### src/rtl/cluster_pkg.sv
package cluster_pkg;
  // Carry-out of one bit position for a given incoming carry.
  function automatic logic slice_carry(input logic a, input logic b, input logic ci);
    return ci ? (a | b) : (a & b);
  endfunction
endpackage

### src/rtl/arith_opsel.sv
module arith_opsel #(
  parameter int WIDTH = 8
) (
  input  logic [WIDTH-1:0] opa,
  input  logic [WIDTH-1:0] opb,
  input  logic [WIDTH-1:0] reg_q,
  input  logic             cin,
  input  logic             sub_mode,
  input  logic             cnt_en,
  input  logic             count_down,
  output logic [WIDTH-1:0] a_eff,
  output logic [WIDTH-1:0] b_eff,
  output logic             eff_cin
);
  localparam logic [WIDTH-1:0] ALL_ONES = {WIDTH{1'b1}};

  always_comb begin
    if (cnt_en) begin
      // counter: up adds 0 with carry 1, down adds all ones with carry 0
      a_eff   = reg_q;
      b_eff   = count_down ? ALL_ONES : '0;
      eff_cin = ~count_down;
    end else if (sub_mode) begin
      a_eff   = opa;
      b_eff   = ~opb;
      eff_cin = ~cin;
    end else begin
      a_eff   = opa;
      b_eff   = opb;
      eff_cin = cin;
    end
  end
endmodule

### src/rtl/arith_slice.sv
module arith_slice
  import cluster_pkg::*;
(
  input  logic a,
  input  logic b,
  input  logic ci0,
  input  logic ci1,
  output logic s0,
  output logic s1,
  output logic co0,
  output logic co1
);
  // Candidate sums for an incoming carry of 0 and of 1.
  assign s0  = a ^ b;
  assign s1  = ~(a ^ b);
  // Each chain's own carry picks its own carry-out.
  assign co0 = slice_carry(a, b, ci0);
  assign co1 = slice_carry(a, b, ci1);
endmodule

### src/rtl/result_reg.sv
module result_reg #(
  parameter int WIDTH = 8
) (
  input  logic             clk,
  input  logic             rst_n,
  input  logic             clk_en,
  input  logic             sync_clr,
  input  logic             sync_ld,
  input  logic [WIDTH-1:0] load_val,
  input  logic [WIDTH-1:0] next_val,
  output logic [WIDTH-1:0] q
);
  always_ff @(posedge clk or negedge rst_n) begin
    if (!rst_n)          q <= '0;
    else if (clk_en) begin
      if (sync_clr)      q <= '0;
      else if (sync_ld)  q <= load_val;
      else               q <= next_val;
    end
  end

  a_r5_clear_wins: assert property (@(posedge clk) disable iff (!rst_n)
    (clk_en && sync_clr) |=> (q == '0));
  a_r6_load_value: assert property (@(posedge clk) disable iff (!rst_n)
    (clk_en && !sync_clr && sync_ld) |=> (q == $past(load_val)));
  a_r7_hold_when_off: assert property (@(posedge clk) disable iff (!rst_n)
    !clk_en |=> $stable(q));
endmodule

### src/rtl/dual_chain_arith_cluster.sv
module dual_chain_arith_cluster #(
  parameter int WIDTH = 8
) (
  input  logic             clk,
  input  logic             rst_n,
  input  logic [WIDTH-1:0] opa,
  input  logic [WIDTH-1:0] opb,
  input  logic [WIDTH-1:0] load_val,
  input  logic             cin,
  input  logic             sub_mode,
  input  logic             clk_en,
  input  logic             cnt_en,
  input  logic             count_down,
  input  logic             sync_clr,
  input  logic             sync_ld,
  output logic [WIDTH-1:0] comb_sum,
  output logic [WIDTH-1:0] reg_sum,
  output logic             cout
);
  localparam logic [WIDTH-1:0] ALL_ONES = {WIDTH{1'b1}};

  logic [WIDTH-1:0] a_eff, b_eff;
  logic             eff_cin;
  logic [WIDTH:0]   chain0, chain1;
  logic [WIDTH-1:0] cand0, cand1, pick;

  arith_opsel #(.WIDTH(WIDTH)) u_opsel (
    .opa(opa), .opb(opb), .reg_q(reg_sum), .cin(cin), .sub_mode(sub_mode),
    .cnt_en(cnt_en), .count_down(count_down),
    .a_eff(a_eff), .b_eff(b_eff), .eff_cin(eff_cin)
  );

  // The chains are seeded with a fixed carry at the least significant slice.
  assign chain0[0] = 1'b0;
  assign chain1[0] = 1'b1;

  for (genvar i = 0; i < WIDTH; i++) begin : g_slice
    arith_slice u_slice (
      .a(a_eff[i]), .b(b_eff[i]), .ci0(chain0[i]), .ci1(chain1[i]),
      .s0(cand0[i]), .s1(cand1[i]), .co0(chain0[i+1]), .co1(chain1[i+1])
    );
    // Late choice of chain, then that chain's carry picks the sum bit.
    assign pick[i]     = eff_cin ? chain1[i] : chain0[i];
    assign comb_sum[i] = pick[i] ? cand1[i] : cand0[i];

    // a carry on chain 0 always means a carry on chain 1 as well
    a_r1_chain_order: assert property (@(posedge clk) disable iff (!rst_n)
      chain0[i+1] |-> chain1[i+1]);
  end

  assign cout = eff_cin ? chain1[WIDTH] : chain0[WIDTH];

  result_reg #(.WIDTH(WIDTH)) u_reg (
    .clk(clk), .rst_n(rst_n), .clk_en(clk_en), .sync_clr(sync_clr),
    .sync_ld(sync_ld), .load_val(load_val), .next_val(comb_sum), .q(reg_sum)
  );

  a_r3_count_up: assert property (@(posedge clk) disable iff (!rst_n)
    (clk_en && !sync_clr && !sync_ld && cnt_en && !count_down)
    |=> (reg_sum == WIDTH'($past(reg_sum) + 1'b1)));
  a_r4_count_down: assert property (@(posedge clk) disable iff (!rst_n)
    (clk_en && !sync_clr && !sync_ld && cnt_en && count_down)
    |=> (reg_sum == WIDTH'($past(reg_sum) - 1'b1)));
  a_r3_up_carry: assert property (@(posedge clk) disable iff (!rst_n)
    (cnt_en && !count_down) |-> (cout == (reg_sum == ALL_ONES)));
endmodule

### config.mk
export PLATFORM = sky130hd
export DESIGN_NAME = dual_chain_arith_cluster
export DESIGN_NICKNAME = d
export VERILOG_FILES = /design/src/rtl/cluster_pkg.sv /design/src/rtl/arith_opsel.sv /design/src/rtl/arith_slice.sv /design/src/rtl/result_reg.sv /design/src/rtl/dual_chain_arith_cluster.sv
export SDC_FILE = /design/constraint.sdc
export NUM_CORES = 1
export LEC_CHECK = 0
export BUFFER_PORTS_ARGS = -buffer_cell sky130_fd_sc_hd__buf_2
export CAP_MARGIN = 30
export CORE_MARGIN = 1.5
export CORE_UTILIZATION = 54
export CTS_CLUSTER_DIAMETER = 30
export DETAILED_ROUTE_END_ITERATION = 8
export PLACE_DENSITY = 0.86
export SLEW_MARGIN = 15
export SYNTH_ARGS = -nofsm -noshare
export SYNTH_HDL_FRONTEND = slang
export SYNTH_SLANG_ARGS = --single-unit
export TNS_END_PERCENT = 100
### constraint.sdc
create_clock -name clk -period 8.3 [get_ports clk]
set_clock_uncertainty 0.05 [all_clocks]
set_input_delay 1.66 -clock clk [delete_from_list [all_inputs] [get_ports clk]]
set_output_delay 1.66 -clock clk [all_outputs]
set_load 0.1 [all_outputs]
==> run metrics <==
run status=complete, no violations; # fillers=195; async set-reset flop share out of synthesis=1.00; fmax=152 MHz; Max Slew Vio Count=0; row cnt=17; # H-tree levels=1; Reg clk slew, reported paths=0.06 ns; DRC viols=0; Layout area overhead=20.3%; Initial DRC Count=26; clk root buf=clkbuf_4; CTS tree=done; clk sinks=8; Synth Warn #=0; max cap viols=0; CTS Buf Count=3; total vias in the final route=1313; Worst Path Arrival=4.88 ns; worst skew pair latency=0.26 ns; Mapped Cells=170; Seq/Total Area, Yosys=0.148; Post-CTS Setup Inserts=0; Util after Layout=0.709; Hold Slack=0.495 ns; top cells by area, synth=dfrtp_1, ha_1, xor2_1; grt total ovfl=0; share of the synthesized area in the top cell type=0.148; synth unique cells=42; final net count=268; DRT Pass-1 Iters=4; Worst Setup EP=cout; Biggest register=u_reg.q; Die Span X=53.1 um; Top-Level Pins=50; initial antenna violation count=0; Critical Path RT=6.59 ns; I/O Buffers=49; pin count of the biggest net entering global routing=20; max FFs per register=8; crit-path max FO=19; gr usage total=0.253; Hold Crit Class=reg -> reg; clk buf depth=2; CTS resizes=0; layout cells sized above 1=0.318; Reg-to-Reg End=u_reg.q[7]; GPL Wtd Cong=0.881; critical hold path startpoint=u_reg.q[1]; crit path kind=in -> out; Setup-failing EPs final=0; crit path time final=6.59 ns; vias per inst=5.36; cts hold-fix bufs=0; Pwr per Cell Area=281 nW/um2; Routed WL per cell=13.0 um; startpoint types=input pin; Reg2Reg Setup Slack=5.63 ns; ys flop type=dfrtp_1; Static Leakage=0.880 nW; Seq cells post-synth=8; count of antenna-violating nets left after detailed routing=0; relative slew slack=0.677; syn_nets=219; Critical Path Sink Type=output pin; top flop regs=u_reg.q: 8 flops; Final Hold Viols=0; Die ar.=2820 um2; vias in the first global route=1209; Least-Margin Pin Slew=0.488 ns; Syn Std Cell Area=1350 um2; n_diodes=0; setup tns final=0 ns; Reg-to-Reg Start=u_reg.q[0]; global-route wire length before repair=5.24 mm; Syn Area/Cell=7.96 um2; initial core utilization=0.589; Pwr Total=0.000458 W; Peak supply drop=317 uV; Tcrit/Tclk final=0.794; Die H=53.1 um; Critical Path Source=cnt_en; RSZ-0062 raised after global routing=no; hpwl dp=2.73 mm; cell taking the most area after synthesis=dfrtp_1; cells on worst reg2reg path=9; Core Box Area=2300 um2; Post-synth EDFFs=0; drt total wl=3.19 mm
==> cell families (layout without fill, tap and decap cells) <==
logic type	after synthesis	in the layout	synth area share
XOR/XNOR	17	17	0.116
buffers and inverters	27	74	0.0813
AO/OA/AOI/OAI	30	30	0.173
multiplexers	11	11	0.0860
adder cells (fa/ha/maj)	16	16	0.148
flip-flops	8	8	0.148
AND/OR/NAND/NOR	61	61	0.249
==> cell usage in the layout, fill, tap and decap left out, types with 2 or more instances in the layout <==
cell type,Yosys,layout
nand2b_1,10,10
a21oi_1,2,2
dfrtp_1,8,8
a221o_1,4,4
nor3_2,2,2
o211ai_1,5,5
buf_2,1,49
nor2_1,20,20
mux2i_1,6,6
nor2b_1,7,7
ha_1,16,16
o21ai_0,8,8
nand2_1,6,6
nor3_1,3,3
and3_1,3,3
xnor2_1,6,6
clkbuf_4,0,3
or2_2,2,2
mux2_2,5,5
inv_1,22,22
xor2_1,10,10
==> worst min path at each step <==
stage	endpoint	slack, ns	cells after the start
after floorplan	u_reg.q[0]	0.93	2
after global placement	u_reg.q[1]	0.48	1
after detailed placement	u_reg.q[1]	0.48	1
after CTS	u_reg.q[1]	0.50	1
after global routing	u_reg.q[1]	0.52	1
final	u_reg.q[1]	0.50	1
==> cells in the mapped netlist, types with 2 or more instances <==
library cell,count
nand2_1,6
ha_1,16
nor2_1,20
nand2b_1,10
dfrtp_1,8
mux2_2,5
xnor2_1,6
xor2_1,10
nor2b_1,7
a221o_1,4
o21ai_0,8
and3_1,3
mux2i_1,6
clkbuf_1,3
inv_1,22
or2_2,2
nor3_2,2
nor3_1,3
o211ai_1,5
a21oi_1,2
==> final cells by class <==
cell class                 instances  area [um2]  share of cell area
clock buffer                       3        22.5              0.0138
inverter                          22        82.6              0.0507
multi-input combinational        135        1040               0.641
sequential                         8         200               0.123
tap                               28        35.0              0.0215
timing repair buffer              49         245               0.151
==> power by group <==
group | internal [W] | switching, W | total (W) | leakage, nW
clock network | 0.0000166 | 0.0000137 | 0.0000303 | 0.0138
logic | 0.0000816 | 0.000293 | 0.000375 | 0.763
registers | 0.0000463 | 0.00000669 | 0.0000530 | 0.104
==> critical path, stage by stage <==
cell and delay, ns:
buf_2 0.35, nor2b_1 0.47, nor2_1 0.18, ha_1 0.27, nor2_2 0.15, and4b_2 0.25
o21ai_0 0.14, nor3b_2 0.26, nor3_2 0.13, or4_1 0.48, o211ai_1 0.10, buf_2 0.45
==> metrics by stage <==
stage	worst slack [ns]	std cells	cell area (um2)
6_report	1.71	245	1630
5_1_grt	1.39	245	1630
4_1_cts	1.73	245	1630
3_5_place_dp	1.74	242	1610
3_3_place_gp	1.78	242	1610
2_1_floorplan	1.24	170	1350
==> layer usage <==
metal / vias up / track usage / wire [um]
li1: 676 / - / -
met1: 592 / 0.306 / 1400
met4: 0 / 0.0598 / 14
met5: - / 0 / 0
met3: 4 / 0.0565 / 160
met2: 41 / 0.448 / 1620
(Power assumes the default switching activity.)
